**src/rtl/qbio_pkg.sv**
```systemverilog
package qbio_pkg;
   typedef enum logic [1:0] {
      BIT_SET = 2'd0,
      BIT_CLR = 2'd1,
      BIT_CPY = 2'd2,
      BIT_NOP = 2'd3
   } bit_op_e;

   typedef enum logic [2:0] {
      RMW_AND = 3'd0,
      RMW_OR  = 3'd1,
      RMW_XOR = 3'd2,
      RMW_INC = 3'd3,
      RMW_DEC = 3'd4
   } rmw_op_e;
endpackage

```
**src/rtl/qbio_rmw_alu.sv**
```systemverilog
module qbio_rmw_alu #(
   parameter int WIDTH = 8
) (
   input  logic [WIDTH-1:0] src,
   input  logic [WIDTH-1:0] operand,
   input  logic [2:0]       op,
   output logic [WIDTH-1:0] result,
   output logic             op_valid
);
   import qbio_pkg::*;
   localparam logic [WIDTH-1:0] ONE = WIDTH'(1);

   always_comb begin
      result   = src;
      op_valid = 1'b1;
      case (op)
         RMW_AND: result = src & operand;
         RMW_OR:  result = src | operand;
         RMW_XOR: result = src ^ operand;
         RMW_INC: result = src + ONE;
         RMW_DEC: result = src - ONE;
         default: op_valid = 1'b0;
      endcase
   end
endmodule

```
**src/rtl/qbio_latch.sv**
```systemverilog
module qbio_latch #(
   parameter int WIDTH = 8,
   parameter int IDX_W = 3
) (
   input  logic             clk,
   input  logic             rst_n,
   input  logic             byte_en,
   input  logic [WIDTH-1:0] byte_data,
   input  logic             bit_en,
   input  logic [1:0]       bit_op,
   input  logic [IDX_W-1:0] bit_idx,
   input  logic             bit_val,
   input  logic             rmw_en,
   input  logic             rmw_valid,
   input  logic [WIDTH-1:0] rmw_result,
   output logic [WIDTH-1:0] latch_q
);
   import qbio_pkg::*;
   logic [WIDTH-1:0] sel;
   logic [WIDTH-1:0] nxt;

   for (genvar i = 0; i < WIDTH; i++) begin : g_sel
      assign sel[i] = (bit_idx == IDX_W'(i));
   end

   always_comb begin
      nxt = latch_q;
      if (byte_en) begin
         nxt = byte_data;
      end else if (bit_en) begin
         case (bit_op_e'(bit_op))
            BIT_SET: nxt = latch_q | sel;
            BIT_CLR: nxt = latch_q & ~sel;
            BIT_CPY: nxt = bit_val ? (latch_q | sel) : (latch_q & ~sel);
            default: nxt = latch_q;
         endcase
      end else if (rmw_en && rmw_valid) begin
         nxt = rmw_result;
      end
   end

   always_ff @(posedge clk or negedge rst_n) begin
      if (!rst_n) latch_q <= '1;
      else        latch_q <= nxt;
   end

   AST_BYTE_PRIORITY: assert property (@(posedge clk) disable iff (!rst_n)
      byte_en |=> latch_q == $past(byte_data));
   AST_BIT_SINGLE: assert property (@(posedge clk) disable iff (!rst_n)
      (!byte_en && bit_en) |=> $countones(latch_q ^ $past(latch_q)) <= 1);
   AST_IDLE_HOLD: assert property (@(posedge clk) disable iff (!rst_n)
      (!byte_en && !bit_en && !rmw_en) |=> $stable(latch_q));
   AST_RMW_BAD_CODE: assert property (@(posedge clk) disable iff (!rst_n)
      (!byte_en && !bit_en && rmw_en && !rmw_valid) |=> $stable(latch_q));
endmodule

```
**src/rtl/qbio_pin_sync.sv**
```systemverilog
module qbio_pin_sync #(
   parameter int WIDTH  = 8,
   parameter int STAGES = 2
) (
   input  logic             clk,
   input  logic             rst_n,
   input  logic [WIDTH-1:0] d,
   output logic [WIDTH-1:0] q
);
   logic [WIDTH-1:0] chain [STAGES];

   for (genvar s = 0; s < STAGES; s++) begin : g_stage
      always_ff @(posedge clk or negedge rst_n) begin
         if (!rst_n) chain[s] <= '1;
         else if (s == 0) chain[s] <= d;
         else chain[s] <= chain[(s == 0) ? 0 : s-1];
      end
   end

   assign q = chain[STAGES-1];
endmodule

```
**src/rtl/qbio_pad_ctl.sv**
```systemverilog
module qbio_pad_ctl #(
   parameter int WIDTH      = 8,
   parameter bit OPEN_DRAIN = 1'b0
) (
   input  logic [WIDTH-1:0] latch_q,
   output logic [WIDTH-1:0] pad_out,
   output logic [WIDTH-1:0] pad_oe
);
   assign pad_oe = ~latch_q;

   if (OPEN_DRAIN) begin : g_open_drain
      assign pad_out = '0;
   end else begin : g_pull_up
      assign pad_out = latch_q;
   end
endmodule

```
**src/rtl/qbio_port.sv**
```systemverilog
module qbio_port #(
   parameter int WIDTH       = 8,
   parameter int SYNC_STAGES = 2,
   parameter bit OPEN_DRAIN  = 1'b0,
   localparam int IDX_W      = (WIDTH > 1) ? $clog2(WIDTH) : 1
) (
   input  logic             clk,
   input  logic             rst_n,
   input  logic             wr_byte_en,
   input  logic [WIDTH-1:0] wr_byte_data,
   input  logic             bit_en,
   input  logic [1:0]       bit_op,
   input  logic [IDX_W-1:0] bit_idx,
   input  logic             bit_val,
   input  logic             rmw_en,
   input  logic [2:0]       rmw_op,
   input  logic [WIDTH-1:0] rmw_operand,
   output logic [WIDTH-1:0] rd_pin_data,
   output logic [WIDTH-1:0] rd_latch_data,
   input  logic [WIDTH-1:0] pin_in,
   output logic [WIDTH-1:0] pin_out,
   output logic [WIDTH-1:0] pin_oe
);
   if (WIDTH < 2) begin : g_bad_width
      $error("qbio_port: WIDTH must be at least 2");
   end
   if (SYNC_STAGES < 2) begin : g_bad_sync
      $error("qbio_port: SYNC_STAGES must be at least 2");
   end

   logic [WIDTH-1:0] latch_q;
   logic [WIDTH-1:0] rmw_result;
   logic             rmw_valid;

   qbio_rmw_alu #(.WIDTH(WIDTH)) u_alu (
      .src(latch_q), .operand(rmw_operand), .op(rmw_op),
      .result(rmw_result), .op_valid(rmw_valid));

   qbio_latch #(.WIDTH(WIDTH), .IDX_W(IDX_W)) u_latch (
      .clk(clk), .rst_n(rst_n),
      .byte_en(wr_byte_en), .byte_data(wr_byte_data),
      .bit_en(bit_en), .bit_op(bit_op), .bit_idx(bit_idx), .bit_val(bit_val),
      .rmw_en(rmw_en), .rmw_valid(rmw_valid), .rmw_result(rmw_result),
      .latch_q(latch_q));

   qbio_pin_sync #(.WIDTH(WIDTH), .STAGES(SYNC_STAGES)) u_sync (
      .clk(clk), .rst_n(rst_n), .d(pin_in), .q(rd_pin_data));

   qbio_pad_ctl #(.WIDTH(WIDTH), .OPEN_DRAIN(OPEN_DRAIN)) u_pad (
      .latch_q(latch_q), .pad_out(pin_out), .pad_oe(pin_oe));

   assign rd_latch_data = latch_q;

   AST_DRIVE_ONLY_LOW: assert property (@(posedge clk) disable iff (!rst_n)
      (pin_oe & pin_out) == '0);
   AST_RELEASED_LEVEL: assert property (@(posedge clk) disable iff (!rst_n)
      OPEN_DRAIN ? (pin_out == '0) : ((~pin_oe & ~pin_out) == '0));
   AST_RMW_FROM_LATCH: assert property (@(posedge clk) disable iff (!rst_n)
      (!wr_byte_en && !bit_en && rmw_en && rmw_op == 3'd2)
         |=> rd_latch_data == ($past(rd_latch_data) ^ $past(rmw_operand)));
endmodule

```
**config.mk**
```make
export PLATFORM = sky130hd
export DESIGN_NAME = qbio_port
export DESIGN_NICKNAME = d
export VERILOG_FILES = /design/src/rtl/qbio_pkg.sv /design/src/rtl/qbio_rmw_alu.sv /design/src/rtl/qbio_latch.sv /design/src/rtl/qbio_pin_sync.sv /design/src/rtl/qbio_pad_ctl.sv /design/src/rtl/qbio_port.sv
export SDC_FILE = /design/constraint.sdc
export NUM_CORES = 1
export LEC_CHECK = 0
export BUFFER_PORTS_ARGS = -buffer_cell sky130_fd_sc_hd__buf_2
export CAP_MARGIN = 40
export CORE_UTILIZATION = 46
export DETAILED_ROUTE_END_ITERATION = 16
export GPL_TIMING_DRIVEN = 0
export PLACE_DENSITY = 0.8
export SLEW_MARGIN = 20
export SYNTH_ARGS = -nofsm -noshare
export SYNTH_HDL_FRONTEND = slang
export SYNTH_SLANG_ARGS = --single-unit
```
**constraint.sdc**
```tcl
create_clock -name clk -period 2.27 [get_ports clk]
set_input_delay 0 -clock clk [delete_from_list [all_inputs] [get_ports clk]]
set_output_delay 0 -clock clk [all_outputs]
set_load 0.02 [all_outputs]
```
==> impl_metrics.json, run 1 <==
{
  "status": "complete, no violations",
  "clock-root-buffer": "clkbuf_8",
  "worst_case_hold_path_end_point": "u_latch.latch_q[0]$_DFFE_PN1P_",
  "r2r.worst_path.cells": 8,
  "crit_path_max_incr_delay_ns": 0.56,
  "start_util_pct": 47.8,
  "grt_start_max_net_pins": 25,
  "ff2ff_setup_slack_ns": 0.15,
  "ys.warnings.count": 0,
  "io_pins": 70,
  "timing.critical_path.slowest_stage_cell": "dfstp_2",
  "hold_path_class": "input port to register",
  "routed_wl_um": 5510,
  "seq_power_share_pct": 35.8,
  "die_w_um": 69.3,
  "worst-endpoint-arrival_ns": 2.33,
  "groute.usage.overall_pct": 23.6,
  "place.gp.congestion": 0.869,
  "drt-pass1-iter-count": 4,
  "die_h_um": 69.3,
  "yosys_register_bits": 24,
  "htreeDepth": 1,
  "cts.path.max_buffers": 2,
  "yosys_cell_types": 53,
  "drt-wirelength-per-cell_um": 14.8,
  "vias_in_the_first_global_route": 2008,
  "leak_pwr_nw": 1.26,
  "comb_power_share_pct": 40.3,
  "power-per-cell-area_nw_per_um2": 581,
  "drt.antenna.violating_nets": 0,
  "hold_violations": 0,
  "netlist_instances": 239,
  "grt_antenna_before_repair": 0,
  "start_of_the_worst_register_to_register_path": "u_latch.latch_q[1]$_DFFE_PN1P_",
  "hold-worst-slack_ns": 0.00519,
  "placement_rows": 24,
  "cp-end-kind": "register",
  "criticalPathCategory": "register to register",
  "critical-path-top-delay-family": "compound AO/OA/AOI/OAI gates",
  "n_antenna_cell": 0,
  "critical-path-top-cell-by-count": "xnor2_1",
  "syn_avg_cell_area_um2": 8.71,
  "post_route_clock_period_utilization_pct": 93.3,
  "whs_path_depth": 3,
  "worst_hold_startpoint": "wr_byte_data[0]",
  "routed_via_density": 5.60,
  "numCtsBuffers": 3,
  "synthFlopType": "dfstp_2",
  "route.vias.total": 2083,
  "floorplan.die_area_um2": 4800,
  "clk_pin_slew_worst_paths_ns": 0.09,
  "drive_above_1_share_pct": 40.0,
  "vdd.ir_drop.worst_v": 0.000506,
  "power_switching_share_pct": 36.1,
  "achievable-frequency_mhz": 472,
  "post_synthesis_cell_area_um2": 2080,
  "clkPwrFrac_pct": 24.0,
  "finalCriticalPeriod_ns": 2.12,
  "synthesis.nets": 297,
  "post-place-ws_ns": -0.228,
  "core_region_area_um2": 4350,
  "post-dp-hpwl_um": 4180,
  "internal_power_mw": 0.991,
  "area.growth.synth_to_final_pct": 28.3,
  "critPathBufInv": 1,
  "unrepaired_setup_endpoints_after_global_routing": "no",
  "postSynth.asyncResetShare_pct": 100,
  "cp.depth": 8,
  "crit_path_max_fanout": 4,
  "maxCapViolations": 0,
  "synth-edff-count": 0,
  "finalSetupViolCount": 0,
  "count_of_buffers_from_port_buffering": 68,
  "report.final.slew_viol_count": 0,
  "tritoncts": "built",
  "worstPathRequired_ns": 2.48,
  "power.switching_mw": 0.560,
  "setup_slack_ns": 0.153,
  "final_nets": 379,
  "worst_clock_skew_ns": 0.00350,
  "detail_route.iter0.violations": 101,
  "kind_of_start_point_of_the_critical_path": "register",
  "grt_pass1_wl_um": 9140,
  "relSlewSlack_pct": 62.2,
  "regToRegEndpoint": "u_latch.latch_q[6]$_DFFE_PN1P_",
  "worst-slew-pin-transition_ns": 0.552,
  "clk_latency_ns": 0.27,
  "synth.yosys.seq_area_share_pct": 30.3,
  "detail_route.drc_violations": 0,
  "global_route.overflow_total": 0,
  "clock_sinks": 24,
  "worstPathCellList": "inv_2 -> xnor2_1 -> ha_2 -> nor4_4 -> nand3_1 -> xnor2_1 -> a2111oi_2 -> a221o_1"
}
-- logic make-up (layout without fill, tap and decap cells) --
family	after synthesis	count (layout)	synth area share [%]
simple gates	79	79	20.9
compound gates	60	60	21.3
buf+inv	50	131	12.1
flops	24	24	30.3
fa+ha+maj	20	20	12.0
xor+xnor	4	4	1.68
mux	2	2	1.56
-- synth_stat cells (2+ instances only) --
library cell	number	area share, %
nand3_1	5	1.2
o211ai_1	3	1.1
nand3b_1	5	1.8
clkbuf_1	5	0.90
nor2_1	21	3.8
o22ai_1	2	0.60
o211a_1	2	0.96
nor4_1	6	1.8
nor3_1	9	2.2
xnor2_1	4	1.7
a211oi_1	3	1.1
nor3b_1	3	1.1
a31oi_1	2	0.60
and3b_1	3	1.3
o2bb2ai_1	2	0.84
ha_1	20	12
o21ai_0	7	1.7
a221o_1	2	0.96
nand2b_1	2	0.60
nand2_1	14	2.5
or2_2	2	0.60
inv_1	24	4.3
dfstp_2	24	30
buf_4	16	5.8
o221ai_1	6	2.5
a21oi_1	11	2.6
a221oi_1	2	0.84
or3_1	2	0.60
a2111oi_0	2	0.84
buf_2	4	0.96
a2bb2oi_1	2	0.84
a211o_1	2	0.84
nor2b_1	2	0.60
-- layout by cell type (no fill, tap or decap), drive strengths merged, types with 2 or more instances in the layout --
cell          n
buf          90
dfstp        24
inv          24
nor2         21
ha           20
nand2        14
a21oi        11
nor3          9
dlygate4sd3   8
clkbuf        8
o21ai         7
o221ai        6
nor4          6
nand3         5
nand3b        5
xnor2         4
nor3b         4
o211ai        3
and3b         3
a211oi        3
or2           2
nor2b         2
a211o         2
nand2b        2
a221oi        2
or3           2
o211a         2
a31oi         2
a2bb2oi       2
a221o         2
o22ai         2
o2bb2ai       2
nor4b         2
a2111oi       2
o311ai        2
-- what timing repair did --
action	in CTS	in global routing
buffers inserted	1	0
endpoints found under the hold margin	8	0
setup endpoints to repair	1	1
gates resized for setup	2	2
cloned	0	0
hold buffers	8	0
-- tightest hold or removal path, stage by stage --
cell	delay, ns
buf_2	0.10
nand2_1	0.06
a41oi_1	0.11
-- registers in the layout, summed over array words and instances (netlist names) --
| name | count |
|---|---|
| u_latch.latch_q | 8 |
| u_sync.chain | 8 |
| u_sync.q | 8 |
-- power groups by stage --
stage	Sequential, mW	Combinational [mW]	Clock (mW)
floorplan	0.576	0.369	0
global placement	0.565	0.565	0
detailed placement	0.567	0.587	0
CTS	0.552	0.614	0.385
global route	0.562	0.678	0.401
finish	0.555	0.624	0.372
-- per-layer routing --
metal	vias up	global-route usage (%)	part of all wire, %
li1	1011	-	-
met2	72	39.6	49
met4	0	7.03	1.7
met3	13	3.78	5.0
met5	-	0	0
met1	987	31.3	44
-- per-stage QoR --
step	power (mW)	TNS, ns	cell area (um^2)	utilization [%]	std cells
2_1_floorplan	0.944	0	2090	-	239
3_3_place_gp	1.13	-0.163	2490	57.2	359
3_5_place_dp	1.15	-0.228	2490	57.2	359
4_1_cts	1.55	0	2660	61.0	372
5_1_grt	1.64	0	2670	61.3	372
6_report	1.55	0	2670	61.3	372
-- final cells by class --
| type | instances | area [um^2] |
|---|---|---|
| plain buffers | 26 | 163 |
| fillers | 396 | 1690 |
| clock inverters | 1 | 30.0 |
| inverters | 24 | 90.1 |
| repair buffers | 77 | 428 |
| well taps | 52 | 65.1 |
| clock buffers | 3 | 41.3 |
| multi-input cells | 165 | 1220 |
| flip-flops and latches | 24 | 631 |
-- worst max-delay path by stage --
stage                                        start                             end  slack, ns
floorplan           u_latch.latch_q[1]$_DFFE_PN1P_  u_latch.latch_q[6]$_DFFE_PN1P_       0.04
global placement    u_latch.latch_q[1]$_DFFE_PN1P_  u_latch.latch_q[6]$_DFFE_PN1P_      -0.16
detailed placement  u_latch.latch_q[1]$_DFFE_PN1P_  u_latch.latch_q[6]$_DFFE_PN1P_      -0.23
CTS                 u_latch.latch_q[1]$_DFFE_PN1P_  u_latch.latch_q[6]$_DFFE_PN1P_       0.07
global route        u_latch.latch_q[1]$_DFFE_PN1P_  u_latch.latch_q[6]$_DFFE_PN1P_       0.04
finish              u_latch.latch_q[1]$_DFFE_PN1P_  u_latch.latch_q[6]$_DFFE_PN1P_       0.15
Note: power is estimated with default switching activity, not from simulation.
==> run 2, diff against run 1 <==
--- a/config.mk
+++ b/config.mk
@@ -5,9 +5,11 @@
 export SDC_FILE = /design/constraint.sdc
 export NUM_CORES = 1
 export LEC_CHECK = 0
+export ABC_AREA = 1
 export BUFFER_PORTS_ARGS = -buffer_cell sky130_fd_sc_hd__buf_2
 export CAP_MARGIN = 40
 export CORE_UTILIZATION = 46
+export CTS_BUF_LIST = sky130_fd_sc_hd__clkbuf_16
 export DETAILED_ROUTE_END_ITERATION = 16
 export GPL_TIMING_DRIVEN = 0
 export PLACE_DENSITY = 0.8
==> run 2 against run 1 <==
- die area grew 2.5%
- final cell count grew 9.1%
- global-route usage shrank 0.52 points
- clock power increased by 34%
- critical path depth rose by 4
- largest cell class unchanged
- synthesized cell count is 16% higher
- clock skew fell by 0.0018 ns
- via count grew 2.3%
- area after synthesis up 2.6%
- power is 11% higher
- non-clock buffer count shrank 5
==> impl_metrics.json, run 2 <==
{
  "cp-end-kind": "register",
  "die_w_um": 70.1,
  "vias_in_the_first_global_route": 1973,
  "route.vias.total": 2130,
  "post_synthesis_cell_area_um2": 2130,
  "global_route.overflow_total": 0,
  "place.gp.congestion": 0.903,
  "worst_clock_skew_ns": 0.00166,
  "cts.repair.resized": 0,
  "postSynth.asyncResetShare_pct": 100,
  "grt_antenna_before_repair": 0,
  "netlist_instances": 277,
  "detail_route.drc_violations": 0,
  "unrepaired_setup_endpoints_after_global_routing": "no",
  "yosys_cell_types": 36,
  "drt-pass1-iter-count": 4,
  "htreeDepth": 1,
  "power_consumption_mw": 1.72,
  "crit_path_max_fanout": 5,
  "worstPathCellList": "nand3_1 -> nand2_1 -> inv_1 -> ha_1 -> inv_1 -> nand2_1 -> nand2_1 -> nand2_1 -> nand2_1 -> nand3_1 -> a21o_1 -> a21oi_2",
  "detail_route.iter0.violations": 180,
  "kind_of_start_point_of_the_critical_path": "register",
  "finalSetupTns_ns": 0,
  "finalCriticalPeriod_ns": 1.83,
  "timing.critical_path.slowest_stage_cell": "dfstp_2",
  "r2r.worst_path.cells": 12,
  "cts_post_setup_buffers_inserted": 0,
  "ff2ff_setup_slack_ns": 0.44,
  "groute.usage.overall_pct": 23.1,
  "synth.yosys.seq_area_share_pct": 29.5,
  "leak_pwr_nw": 1.41,
  "area.growth.synth_to_final_pct": 27.0,
  "n_antenna_cell": 0,
  "synth_top_cell_area_share_pct": 29.5,
  "placement_rows": 24,
  "hold_violations": 0,
  "finalSetupViolCount": 0,
  "grt_pass1_wl_um": 9190,
  "status": "complete, no violations",
  "layout.cells.most_common_list": "buf_2, nand2_1, inv_1",
  "tritoncts": "built",
  "clk_latency_ns": 0.25,
  "maxCapViolations": 0,
  "critical-path-top-delay-family": "simple AND/OR/NAND/NOR gates",
  "synth_area_leader_cell": "dfstp_2",
  "io_pins": 70,
  "clock_sinks": 24,
  "report.final.slew_viol_count": 0,
  "crit_path_max_incr_delay_ns": 0.57,
  "cts.path.max_buffers": 2,
  "relSlewSlack_pct": 59.4,
  "synthTopCellsByCount": "nand2_1, inv_1, nand3_1, nor2_1, dfstp_2",
  "die_h_um": 70.1,
  "cp.depth": 12,
  "synth.most_common_cell": "nand2_1",
  "post-dp-hpwl_um": 4140,
  "achievable-frequency_mhz": 547,
  "final_nets": 413,
  "post_route_clock_period_utilization_pct": 80.6,
  "criticalPathCategory": "register to register",
  "syn_avg_cell_area_um2": 7.71,
  "vdd.ir_drop.worst_v": 0.000290,
  "numCtsBuffers": 3,
  "start_util_pct": 48.4,
  "count_of_buffers_from_port_buffering": 65,
  "drt-wirelength-per-cell_um": 13.1,
  "dp_area_um2": 2520,
  "grt_start_max_net_pins": 25,
  "drt.antenna.violating_nets": 0,
  "drive_above_1_share_pct": 38.7,
  "routed_via_density": 5.25,
  "power-per-cell-area_nw_per_um2": 633,
  "ys.warnings.count": 0,
  "worst-endpoint-arrival_ns": 2.02,
  "yosys_register_bits": 24,
  "mostFrequentLayoutCell": "buf_2",
  "critPathBufInv": 2,
  "critical-path-top-cell-by-count": "nand2_1",
  "clock-root-buffer": "clkbuf_16",
  "worst-slew-pin-transition_ns": 0.607,
  "routed_wl_um": 5310,
  "synth-edff-count": 0,
  "ys_top_cells_by_area": "dfstp_2, ha_1, nand2_1",
  "final_area_um2": 2710,
  "worstPathRequired_ns": 2.46,
  "core_region_area_um2": 4410,
  "synthesis.nets": 335,
  "floorplan.die_area_um2": 4920,
  "synthFlopType": "dfstp_2",
  "clk_pin_slew_worst_paths_ns": 0.06,
  "fillCellCount": 397,
  "hold_path_class": "input port to asynchronous set/reset pin"
}
==> run 2: changes by cell type after synthesis, sizes merged, moves of 5 or more <==
cell / before / now
inv: 24 / 36
nand2: 14 / 55
nand3: 5 / 30
nand3b: 5 / 0
nor2: 21 / 28
nor3: 9 / 1
nor4: 6 / 0
o21ai: 7 / 13
o221ai: 6 / 0
==> run 2: path summary, 6_finish.rpt <==
path,startpoint,endpoint
max,u_latch.latch_q[1]$_DFFE_PN1P_,u_latch.latch_q[4]$_DFFE_PN1P_
min,rst_n,u_sync.q[1]$_DFF_PN1_
max reg2reg,u_latch.latch_q[1]$_DFFE_PN1P_,u_latch.latch_q[4]$_DFFE_PN1P_
min reg2reg,u_sync.chain[12]$_DFF_PN1_,u_sync.q[4]$_DFF_PN1_
max in group asynchronous,rst_n,u_latch.latch_q[4]$_DFFE_PN1P_
min in group clk,wr_byte_data[4],u_latch.latch_q[4]$_DFFE_PN1P_
==> run 2: through the flow <==
step / std cells / worst slack (ns) / util [%] / hold slack [ns]
2_1_floorplan: 277 / 0.518 / - / -0.148
4_1_cts: 406 / 0.447 / 61.4 / 0.0676
5_1_grt: 406 / 0.226 / 61.4 / 0.0903
6_report: 406 / 0.441 / 61.4 / 0.0365
3_5_place_dp: 394 / 0.456 / 57.2 / 0.107
3_3_place_gp: 394 / 0.484 / 57.2 / 0.105
==> run 2: cell type report <==
type	instances	area [um^2]	share of cell area, %
Tap cell	52	65.1	2.40
Sequential cell	24	631	23.3
Clock buffer	3	75.1	2.77
Multi-Input combinational cell	192	1180	43.7
Timing Repair Buffer	73	405	15.0
Inverter	36	135	4.99
Clock inverter	1	30.0	1.11
Buffer	25	185	6.83
==> run 2: routing by layer <==
metal  vias to the layer above  track usage [%]  part of all wire, %
met3                         4             2.02                  5.3
li1                       1066                -                    -
met1                       990             32.5                   45
met5                         -                0                    0
met4                         0             4.67                 0.66
met2                        70             38.7                   49
==> run 2: what timing repair did <==
action | CTS | global route
endpoints found under the setup margin | 0 | 0
hold buffers | 8 | 0
endpoints found under the hold margin | 8 | 0
==> run 2: cells by family after synthesis <==
group | Yosys count | synth area share, %
AND/OR/NAND/NOR | 117 | 25.6
AO/OA/AOI/OAI | 54 | 17.8
flip-flops | 24 | 29.5
adder cells (fa/ha/maj) | 20 | 11.7
XOR/XNOR | 1 | 0.410
buffers and inverters | 61 | 15.0
==> run 2: where the power goes <==
group | total, mW | switching, mW | internal [mW]
logic | 0.663 | 0.404 | 0.259
registers | 0.555 | 0.0570 | 0.498
clock network | 0.497 | 0.147 | 0.350
==> run 3, diff against run 2 <==
--- a/config.mk
+++ b/config.mk
@@ -8,11 +8,11 @@
 export ABC_AREA = 1
 export BUFFER_PORTS_ARGS = -buffer_cell sky130_fd_sc_hd__buf_2
 export CAP_MARGIN = 40
-export CORE_UTILIZATION = 46
+export CORE_UTILIZATION = 51
 export CTS_BUF_LIST = sky130_fd_sc_hd__clkbuf_16
 export DETAILED_ROUTE_END_ITERATION = 16
 export GPL_TIMING_DRIVEN = 0
-export PLACE_DENSITY = 0.8
+export PLACE_DENSITY = 0.83
 export SLEW_MARGIN = 20
 export SYNTH_ARGS = -nofsm -noshare
 export SYNTH_HDL_FRONTEND = slang
==> constraint.sdc (replaced) <==
create_clock -name clk -period 1.9 [get_ports clk]
set_input_delay 0 -clock clk [delete_from_list [all_inputs] [get_ports clk]]
set_output_delay 0 -clock clk [all_outputs]
set_load 0.02 [all_outputs]
==> run 3 against run 2 <==
- utilization grew 7.0 points
- highest routed layer unchanged
- sequential share of layout area decreased by 0.22 points
- largest power group unchanged
- first-iteration DRC count decreased by 18%
==> impl_metrics.json, run 3 (synthesis gave the netlist of run 2 again) <==
{
  "status": "complete, no violations",
  "drt-wirelength-per-cell_um": 14.2,
  "global_route.overflow_total": 0,
  "final_area_um2": 2740,
  "vdd.ir_drop.worst_v": 0.000573,
  "finish.cell_count_without_fillers": 405,
  "drt-pass1-iter-count": 4,
  "crit_path_max_fanout": 5,
  "route.vias.total": 2180,
  "placedCellCount": 392,
  "globalRoute.busiestLayer": "met2",
  "relSlewSlack_pct": 59.8,
  "tritoncts": "built",
  "worstPathRequired_ns": 2.09,
  "finalSetupViolCount": 0,
  "cts.path.max_buffers": 2,
  "leak_pwr_nw": 1.42,
  "use_met2_pct": 45.8,
  "final_nets": 414,
  "layout.cells.most_common_list": "buf_2, nand2_1, inv_1",
  "criticalPathCategory": "register to register",
  "hold_violations": 0,
  "report.final.slew_viol_count": 0,
  "finalCriticalPeriod_ns": 1.80,
  "power-per-cell-area_nw_per_um2": 761,
  "cp-end-kind": "register",
  "fillCellCount": 345,
  "routed_via_density": 5.38,
  "kind_of_start_point_of_the_critical_path": "register",
  "n_antenna_cell": 0,
  "clk_latency_ns": 0.25,
  "drive_above_1_share_pct": 40.0,
  "ff2ff_setup_slack_ns": 0.1,
  "setup_slack_ns": 0.0983,
  "timing.critical_path.slowest_stage_cell": "dfstp_2",
  "detail_route.drc_violations": 0,
  "maxCapViolations": 0,
  "start_util_pct": 53.4,
  "vias_in_the_first_global_route": 1923,
  "post-dp-hpwl_um": 4210,
  "numCtsBuffers": 3,
  "clock_sinks": 24,
  "io_pins": 70,
  "area.growth.synth_to_final_pct": 28.2,
  "core_region_area_um2": 4000,
  "htreeDepth": 1,
  "worst_clock_skew_ns": 0.00129,
  "post-place-ws_ns": 0.0181,
  "die_h_um": 66.7,
  "groute.usage.overall_pct": 27.1,
  "global_route.usage.met1_pct": 35.3,
  "place.gp.congestion": 0.923,
  "placement_rows": 23,
  "count_of_buffers_from_port_buffering": 65,
  "hold_path_class": "input port to asynchronous set/reset pin",
  "met3_usage_pct": 3.77,
  "regToRegEndpoint": "u_latch.latch_q[4]$_DFFE_PN1P_",
  "grt_start_max_net_pins": 25,
  "routed_wl_um": 5770,
  "critical-path-top-cell-by-count": "nand2_1",
  "finalSetupTns_ns": 0,
  "crit_path_max_incr_delay_ns": 0.58,
  "worstPathCellList": "nand3_4 -> nand2_1 -> inv_1 -> ha_1 -> inv_1 -> nand2_2 -> nand2_2 -> nand2_1 -> nand2_1 -> nand3_1 -> a21o_1 -> a21oi_2",
  "post_route_clock_period_utilization_pct": 94.8,
  "floorplan.die_area_um2": 4450,
  "grt_antenna_before_repair": 0,
  "achievable-frequency_mhz": 555,
  "worst-endpoint-arrival_ns": 1.99,
  "worst-slew-pin-transition_ns": 0.601,
  "clk_pin_slew_worst_paths_ns": 0.06,
  "grt_pass1_wl_um": 9180,
  "start_of_the_worst_register_to_register_path": "u_latch.latch_q[1]$_DFFE_PN1P_",
  "die_w_um": 66.7,
  "clock-root-buffer": "clkbuf_16",
  "drt.antenna.violating_nets": 0,
  "dp_area_um2": 2520,
  "r2r.worst_path.cells": 12,
  "detail_route.iter0.violations": 148,
  "mostFrequentLayoutCell": "buf_2",
  "hold-worst-slack_ns": 0.0444
}
[run 3: changes by cell type in the layout (fill, tap and decap cells not counted)]
cell,delta
nand2_1,-2
nand2_2,+2
a21oi_1,-1
a21oi_2,+1
buf_4,+1
nand3_1,-1
nand3_4,+1
[run 3: power by group]
| group | switching, mW | internal (mW) | leakage (nW) |
|---|---|---|---|
| Sequential | 0.0673 | 0.595 | 0.252 |
| Clock | 0.184 | 0.419 | 0.0511 |
| Combinational | 0.501 | 0.317 | 1.11 |
| Total | 0.752 | 1.33 | 1.42 |
[run 3: area by class of cell]
type | instances | area (um^2) | area share, %
Timing Repair Buffer | 74 | 413 | 15.1
Inverter | 36 | 135 | 4.94
Sequential cell | 24 | 631 | 23.0
Tap cell | 50 | 62.6 | 2.29
Buffer | 25 | 185 | 6.77
Multi-Input combinational cell | 192 | 1200 | 44.0
Clock inverter | 1 | 30.0 | 1.10
Clock buffer | 3 | 75.1 | 2.74
[run 3: timing repair]
item                                    CTS  global route
endpoints found under the hold margin     8             0
pin swaps                                 0             0
setup buffers                             0             1
cloned                                    0             0
endpoints found under the setup margin    1             3
hold buffers                              8             0
resized for setup                         1             4
[run 3: routing by layer]
metal | wire [um] | vias up
met2 | 2830 | 91
met1 | 2510 | 1011
li1 | - | 1068
met5 | 0 | -
met3 | 327 | 10
met4 | 102 | 0
[run 3: through the flow]
step,util [%],power (mW)
after floorplan,-,1.20
after global placement,63.1,1.42
after detailed placement,63.1,1.45
after CTS,67.8,2.06
after global routing,68.4,2.20
final,68.4,2.08
[run 3: worst max-delay path by stage]
stage	startpoint	end	slack [ns]	cells after the start
final	u_latch.latch_q[1]$_DFFE_PN1P_	u_latch.latch_q[4]$_DFFE_PN1P_	0.1	12
after global routing	u_latch.latch_q[1]$_DFFE_PN1P_	u_latch.latch_q[6]$_DFFE_PN1P_	-0.01	13
after CTS	u_latch.latch_q[1]$_DFFE_PN1P_	u_latch.latch_q[4]$_DFFE_PN1P_	0.05	12
after detailed placement	u_latch.latch_q[1]$_DFFE_PN1P_	u_latch.latch_q[4]$_DFFE_PN1P_	0.02	12
after global placement	u_latch.latch_q[1]$_DFFE_PN1P_	u_latch.latch_q[4]$_DFFE_PN1P_	0.07	12
after floorplan	u_latch.latch_q[1]$_DFFE_PN1P_	u_latch.latch_q[4]$_DFFE_PN1P_	0.15	12
[run 3: critical path: cells and delay by family, from the launching register on]
kind | cells | cell delay, ns
DFF | 1 | 0.58
and+or+nand+nor | 7 | 0.56
AOI/OAI and AO/OA | 2 | 0.31
adders and majority gates | 1 | 0.16
buffers and inverters | 2 | 0.12
